File: src/rtl/stfifo_pkg.sv
package stfifo_pkg;

  localparam int N_STAT = 3;

  // Status bit positions inside the clear mask
  localparam int ST_FULL   = 0;
  localparam int ST_UNOV   = 1;
  localparam int ST_RESYNC = 2;

  // Entries by which one channel exceeds the other (0 when not ahead)
  function automatic int unsigned surplus(input int unsigned mine,
                                          input int unsigned other);
    return (mine > other) ? (mine - other) : 0;
  endfunction

  // Level a channel holds once a same-cycle pop is taken
  function automatic int unsigned after_pop(input int unsigned lvl,
                                            input logic pop);
    return pop ? (lvl - 1) : lvl;
  endfunction

endpackage

File: src/rtl/chan_fifo.sv
module chan_fifo #(
  parameter int W     = 32,
  parameter int DEPTH = 8,
  localparam int AW   = $clog2(DEPTH),
  localparam int CW   = $clog2(DEPTH + 1)
) (
  input  logic          clk,
  input  logic          rst_n,
  input  logic          wr_en,
  input  logic [W-1:0]  wr_data,
  input  logic          pop,
  input  logic [CW-1:0] drop,
  output logic [W-1:0]  head,
  output logic [CW-1:0] level
);

  logic [W-1:0]  mem [DEPTH];
  logic [AW-1:0] rd_ptr, wr_ptr;
  logic [CW-1:0] cnt;

  always_ff @(posedge clk) begin
    if (wr_en) mem[wr_ptr] <= wr_data;
  end

  always_ff @(posedge clk) begin
    if (!rst_n) begin
      rd_ptr <= '0;
      wr_ptr <= '0;
      cnt    <= '0;
    end else begin
      rd_ptr <= rd_ptr + AW'(pop) + AW'(drop);
      if (wr_en) wr_ptr <= wr_ptr + AW'(1);
      cnt <= cnt + CW'(wr_en) - CW'(pop) - drop;
    end
  end

  assign head  = mem[rd_ptr];
  assign level = cnt;

endmodule

File: src/rtl/align_ctrl.sv
module align_ctrl
  import stfifo_pkg::*;
#(
  parameter int DEPTH = 8,
  localparam int CW   = $clog2(DEPTH + 1)
) (
  input  logic          push_en,
  input  logic          rd_en,
  input  logic          rd_right,
  input  logic          resync_en,
  input  logic [CW-1:0] lvl_l,
  input  logic [CW-1:0] lvl_r,
  output logic          pop_l,
  output logic          pop_r,
  output logic [CW-1:0] drop_l,
  output logic [CW-1:0] drop_r,
  output logic          push_ok,
  output logic          under_ev,
  output logic          over_ev,
  output logic          trim_ev
);

  logic [CW-1:0] pa_l, pa_r, kept_l, kept_r;

  always_comb begin
    pop_l    = rd_en && !rd_right && (lvl_l != '0);
    pop_r    = rd_en &&  rd_right && (lvl_r != '0);
    under_ev = rd_en && (rd_right ? (lvl_r == '0) : (lvl_l == '0));

    pa_l = CW'(after_pop(int'(lvl_l), pop_l));
    pa_r = CW'(after_pop(int'(lvl_r), pop_r));

    trim_ev = push_en && resync_en && (pa_l != pa_r);
    drop_l  = trim_ev ? CW'(surplus(int'(pa_l), int'(pa_r))) : '0;
    drop_r  = trim_ev ? CW'(surplus(int'(pa_r), int'(pa_l))) : '0;

    kept_l  = pa_l - drop_l;
    kept_r  = pa_r - drop_r;
    push_ok = push_en && (kept_l < CW'(DEPTH)) && (kept_r < CW'(DEPTH));
    over_ev = push_en && !push_ok;
  end

endmodule

File: src/rtl/status_bits.sv
module status_bits #(
  parameter int N = 3
) (
  input  logic         clk,
  input  logic         rst_n,
  input  logic [N-1:0] set,
  input  logic [N-1:0] clr,
  output logic [N-1:0] q
);

  for (genvar b = 0; b < N; b++) begin : g_bit
    always_ff @(posedge clk) begin
      if (!rst_n) q[b] <= 1'b0;
      else        q[b] <= set[b] | (q[b] & ~clr[b]);
    end
  end

endmodule

File: src/rtl/stereo_rx_pair.sv
module stereo_rx_pair
  import stfifo_pkg::*;
#(
  parameter int DATA_W = 32,
  parameter int DEPTH  = 8,
  localparam int CW    = $clog2(DEPTH + 1)
) (
  input  logic              clk,
  input  logic              rst_n,
  input  logic              push_en,
  input  logic [DATA_W-1:0] push_left,
  input  logic [DATA_W-1:0] push_right,
  input  logic              rd_en,
  input  logic              rd_right,
  output logic [DATA_W-1:0] rd_data,
  input  logic              resync_en,
  input  logic              clr_wr,
  input  logic [2:0]        clr_mask,
  output logic [CW-1:0]     lvl_left,
  output logic [CW-1:0]     lvl_right,
  output logic              stat_full,
  output logic              stat_unov,
  output logic              stat_resync
);

  // Per-channel views: index 0 left, 1 right
  logic [DATA_W-1:0] head_v [2];
  logic [DATA_W-1:0] last_v [2];
  logic [DATA_W-1:0] wdat_v [2];
  logic [CW-1:0]     lvl_v  [2];
  logic [CW-1:0]     drop_v [2];
  logic [1:0]        pop_v;
  logic              push_ok;

  // Named internal events
  logic ev_under, ev_over, ev_resync, ev_full, ev_unov;
  logic [N_STAT-1:0] st_set, st_clr, st_q;

  assign wdat_v[0] = push_left;
  assign wdat_v[1] = push_right;

  align_ctrl #(.DEPTH(DEPTH)) u_align (
    .push_en   (push_en),
    .rd_en     (rd_en),
    .rd_right  (rd_right),
    .resync_en (resync_en),
    .lvl_l     (lvl_v[0]),
    .lvl_r     (lvl_v[1]),
    .pop_l     (pop_v[0]),
    .pop_r     (pop_v[1]),
    .drop_l    (drop_v[0]),
    .drop_r    (drop_v[1]),
    .push_ok   (push_ok),
    .under_ev  (ev_under),
    .over_ev   (ev_over),
    .trim_ev   (ev_resync)
  );

  for (genvar c = 0; c < 2; c++) begin : g_chan
    chan_fifo #(.W(DATA_W), .DEPTH(DEPTH)) u_fifo (
      .clk     (clk),
      .rst_n   (rst_n),
      .wr_en   (push_ok),
      .wr_data (wdat_v[c]),
      .pop     (pop_v[c]),
      .drop    (drop_v[c]),
      .head    (head_v[c]),
      .level   (lvl_v[c])
    );

    always_ff @(posedge clk) begin
      if (!rst_n)        last_v[c] <= '0;
      else if (pop_v[c]) last_v[c] <= head_v[c];
    end
  end

  always_ff @(posedge clk) begin
    if (!rst_n) rd_data <= '0;
    else if (rd_en)
      rd_data <= pop_v[rd_right] ? head_v[rd_right] : last_v[rd_right];
  end

  assign ev_full = (lvl_v[0] == CW'(DEPTH)) && (lvl_v[1] == CW'(DEPTH));
  assign ev_unov = ev_under || ev_over;

  assign st_set[ST_FULL]   = ev_full;
  assign st_set[ST_UNOV]   = ev_unov;
  assign st_set[ST_RESYNC] = ev_resync;
  assign st_clr            = clr_wr ? clr_mask : '0;

  status_bits #(.N(N_STAT)) u_status (
    .clk   (clk),
    .rst_n (rst_n),
    .set   (st_set),
    .clr   (st_clr),
    .q     (st_q)
  );

  assign stat_full   = st_q[ST_FULL];
  assign stat_unov   = st_q[ST_UNOV];
  assign stat_resync = st_q[ST_RESYNC];
  assign lvl_left    = lvl_v[0];
  assign lvl_right   = lvl_v[1];

endmodule

File: config.mk
export PLATFORM = sky130hd
export DESIGN_NAME = stereo_rx_pair
export DESIGN_NICKNAME = d
export VERILOG_FILES = /design/src/rtl/stfifo_pkg.sv /design/src/rtl/chan_fifo.sv /design/src/rtl/align_ctrl.sv /design/src/rtl/status_bits.sv /design/src/rtl/stereo_rx_pair.sv
export SDC_FILE = /design/constraint.sdc
export NUM_CORES = 1
export LEC_CHECK = 0
export ABC_AREA = 1
export CORE_ASPECT_RATIO = 1.25
export CORE_MARGIN = 10
export CORE_UTILIZATION = 40
export CTS_CLUSTER_DIAMETER = 150
export DETAILED_ROUTE_END_ITERATION = 8
export DONT_BUFFER_PORTS = 1
export MAX_ROUTING_LAYER = met4
export SKIP_CTS_REPAIR_TIMING = 1
export SLEW_MARGIN = 0
export SYNTH_ARGS = -nofsm -noshare
export SYNTH_HDL_FRONTEND = slang
export SYNTH_SLANG_ARGS = --single-unit
File: constraint.sdc
create_clock -name clk -period 10.88 [get_ports clk]
set_input_delay 0.544 -clock clk [delete_from_list [all_inputs] [get_ports clk]]
set_output_delay 0.544 -clock clk [all_outputs]
set_load 0.005 [all_outputs]
==> impl_metrics.env <==
export IMPL_placedCellCount=2872
export IMPL_wl_met2_mm=31.4
export IMPL_max_stage_delay_ns=0.62
export IMPL_io_buffers=0
export IMPL_powerDensity_mw_per_mm2=262
export IMPL_critPathTopFamily="adder cells"
export IMPL_path_buf_inv=6
export IMPL_cts_root_buffer="clkbuf_16"
export IMPL_rsz0062_at_grt="no"
export IMPL_grt_max_degree=85
export IMPL_clock_skew_ns=0.0311
export IMPL_grt_pass1_vias=16100
export IMPL_postRouteAntennaNets=0
export IMPL_setup_viol=0
export IMPL_p_sw_frac=0.371
export IMPL_setup_worst_path_class="reg -> reg"
export IMPL_p_clk_frac=0.265
export IMPL_worstReg2RegEnd="g_chan[1].u_fifo.level[3]"
export IMPL_status="completed"
export IMPL_ff2ff_setup_slack_ns=4.60
export IMPL_hold_path_depth=0
export IMPL_die_x_um=248
export IMPL_hold_viol=0
export IMPL_dp_hpwl_mm=38.6
export IMPL_required_ns=11.39
export IMPL_core_sq_mm=0.0643
export IMPL_fp_row_count=104
export IMPL_clock_path_buffers=3
export IMPL_setup_tns_ns=0
export IMPL_top_layer="met4"
export IMPL_grt_pass1_wl_mm=98.0
export IMPL_power_frac_seq=0.410
export IMPL_post_drt_wl_per_cell_um=21.3
export IMPL_cap_viol_max_count=0
export IMPL_design_area_sq_mm=0.0292
export IMPL_fin_crit_ns=6.28
export IMPL_drc=0
export IMPL_power_switching_uw=2840
export IMPL_syn_area_per_cell_sq_um=12.2
export IMPL_first_pass_iters=5
export IMPL_seq_area_frac_synth=0.710
export IMPL_cp_slowest_cell="o21ai_0"
export IMPL_via_count=16400
export IMPL_syn2layout_area_growth_pct=12.8
export IMPL_tritoncts="done"
export IMPL_min_from="push_left[18]"
export IMPL_clk_latency_ns=0.64
export IMPL_rr_startpoint="g_chan[0].u_fifo.level[0]"
export IMPL_grt_antenna_before_repair=5
export IMPL_die_area_sq_mm=0.0754
export IMPL_io_pins=117
export IMPL_routed_wl_mm=64.8
export IMPL_vdd_drop_max_mv=0.131
export IMPL_r2r_cells=32
export IMPL_nets=2244
export IMPL_clkSinkCount=631
export IMPL_hp_class="in -> reg"
export IMPL_fmax_mhz=159
export IMPL_p_leak_uw=0.00989
export IMPL_yosys_warnings=0
export IMPL_synthesis_nets=2236
export IMPL_drive_above_1_share=0.0888
export IMPL_critPathLaunchType="register"
export IMPL_drt_iter0_drc=1329
export IMPL_layoutNonFillerInstCount=3038
export IMPL_grt_usage=0.172
export IMPL_n_fill_cell=5767
export IMPL_finalCritPeriodShare=0.577
export IMPL_start_util=0.403
export IMPL_final_max_slew_viol_count=0
export IMPL_gp_congestion=0.872
export IMPL_holdWs_ns=0.0153
export IMPL_critical_path_arrival_ns=6.79
export IMPL_crit_path_end_kind="register"
export IMPL_wl_met3_mm=4.19
export IMPL_numCtsBuffers=58
export IMPL_dpl_instance_area_sq_mm=0.0268
export IMPL_htreeDepth=2
export IMPL_synth_distinct_cells=41
export IMPL_netlist_instances=2129
export IMPL_crit_path_max_fanout=11
export IMPL_worst_slew_pin_slew_ns=1.23
export IMPL_min_to="g_chan[0].u_fifo.mem[2][18]"
export IMPL_p_int_uw=4810
export IMPL_power_frac_comb=0.325
export IMPL_grt_ovfl_total=0
export IMPL_synth_area_sq_mm=0.0259
export IMPL_die_h_um=305
export IMPL_wl_met1_mm=27.9
export IMPL_relSlewSlack=0.180
export IMPL_ys_ff_latch=631
export IMPL_clk_pin_slew_worst_paths_ns=0.07
export IMPL_final_util=0.455
export IMPL_cpMostUsedCell="nand2_1"
export IMPL_viasPerCell=5.41
metrics by stage:
stage	setup WS (ns)	total power [uW]
after floorplan	5.35	4830
after global placement	4.68	5600
after detailed placement	4.56	5650
after CTS	4.50	7680
after global routing	3.97	8120
final	4.60	7650
logic make-up (layout without fill, tap and decap cells):
kind of cell	Yosys count	after routing	share of synthesized area
other	0	5	0
DFF	631	631	0.710
xor gates and xnor gates	16	16	0.00541
AOI/OAI and AO/OA	556	556	0.121
and+or+nand+nor	686	686	0.114
buffers and inverters	207	263	0.0300
adders and majority gates	33	33	0.0191
Yosys cell counts:
cell type / instances / share of area
a21oi_1: 43 / 0.0083
a21oi_2: 2 / 0.00068
a31oi_1: 33 / 0.0080
buf_1: 11 / 0.0016
clkbuf_1: 124 / 0.018
clkinv_1: 2 / 0.00029
dfxtp_1: 55 / 0.042
edfxtp_1: 576 / 0.67
fa_1: 11 / 0.0085
ha_1: 22 / 0.011
inv_1: 64 / 0.0093
inv_2: 6 / 0.00087
nand2_1: 229 / 0.033
nand2_2: 8 / 0.0019
nand2_4: 2 / 0.00087
nand2_8: 1 / 0.00077
nand3_1: 77 / 0.015
nand3_2: 5 / 0.0019
nand3_4: 2 / 0.0014
nand3b_1: 1 / 0.00029
nand4_1: 4 / 0.00097
nand4_4: 2 / 0.0016
nor2_1: 317 / 0.046
nor2_2: 9 / 0.0022
nor2_4: 1 / 0.00043
nor2_8: 1 / 0.00077
nor3_1: 1 / 0.00019
nor3_2: 2 / 0.00077
nor4_2: 2 / 0.00097
o211ai_1: 19 / 0.0055
o21a_1: 2 / 0.00058
o21ai_0: 324 / 0.063
o21ai_1: 2 / 0.00039
o21bai_1: 2 / 0.00058
o221ai_1: 32 / 0.011
o22ai_1: 96 / 0.023
o2bb2ai_1: 1 / 0.00034
or2_2: 21 / 0.0051
or2_4: 1 / 0.00034
xnor2_1: 6 / 0.0020
xor2_1: 10 / 0.0034
worst max-delay path by stage:
stage | from | to | depth (start not counted)
3_3_place_gp | g_chan[0].u_fifo.level[0] | g_chan[1].u_fifo.level[3] | 32
4_1_cts | g_chan[0].u_fifo.level[0] | g_chan[1].u_fifo.level[3] | 32
3_5_place_dp | g_chan[0].u_fifo.level[0] | g_chan[1].u_fifo.level[3] | 32
5_1_grt | g_chan[0].u_fifo.level[0] | g_chan[1].u_fifo.level[3] | 32
2_1_floorplan | g_chan[0].u_fifo.level[0] | g_chan[1].u_fifo.level[3] | 32
6_report | g_chan[0].u_fifo.level[0] | g_chan[1].u_fifo.level[3] | 32
power groups by stage:
| stage | clock network [uW] | logic, uW | registers, uW |
|---|---|---|---|
| 3_3_place_gp | 0 | 2410 | 3180 |
| 4_1_cts | 2060 | 2470 | 3140 |
| 2_1_floorplan | 0 | 1750 | 3080 |
| 3_5_place_dp | 0 | 2460 | 3190 |
| 6_report | 2020 | 2490 | 3140 |
| 5_1_grt | 2160 | 2790 | 3170 |
flip-flops by register name, summed over array words and instances, names as in the netlist:
signal                count
g_chan.u_fifo.level       8
g_chan.u_fifo.mem       512
g_chan.u_fifo.rd_ptr      6
g_chan.u_fifo.wr_ptr      6
last_v                   64
rd_data                  32
u_status.q                3
worst register-to-register path, delay by kind of cell (launching register included):
family                     cells  cell delay, ns
AOI/OAI and AO/OA              4            0.97
xor gates and xnor gates       2            0.36
adders and majority gates      7            2.25
buffers and inverters          6            0.54
DFF                            1            0.47
and+or+nand+nor               13            1.59
cell type report:
class                           count  area (sq um)  area share
Inverter                           72           273     0.00933
Timing Repair Buffer               83           756      0.0259
Clock buffer                       77          1530      0.0525
Antenna cell                        5          12.5    0.000428
Sequential cell                   631         18400       0.630
Tap cell                          848          1060      0.0363
Clock inverter                     31           333      0.0114
Multi-Input combinational cell   1291          6840       0.234
placed cells by master (no fill, tap or decap), types with 8 or more instances in the layout:
cell type and n:
clkinv_2 9, or2_2 21, nand2_2 8, o21ai_0 324, a31oi_1 33, clkbuf_16 58
o211ai_1 19, edfxtp_1 576, o22ai_1 96, nor2_1 307, inv_1 61, dlygate4sd3_1 53
fa_1 11, dfxtp_1 49, ha_1 22, a21oi_1 43, clkbuf_1 18, xor2_1 10
buf_4 30, nor2_4 15, nand3_1 77, inv_2 8, nand2_1 229, o221ai_1 32
clkinv_1 12
per-layer routing:
metal / global-route usage / vias up
met3: 0.0445 / 86
met2: 0.275 / 428
li1: - / 7782
met1: 0.212 / 8138
met4: 0.0488 / 0
met5: - / -
No activity file was read; power rests on OpenSTA's default activity.
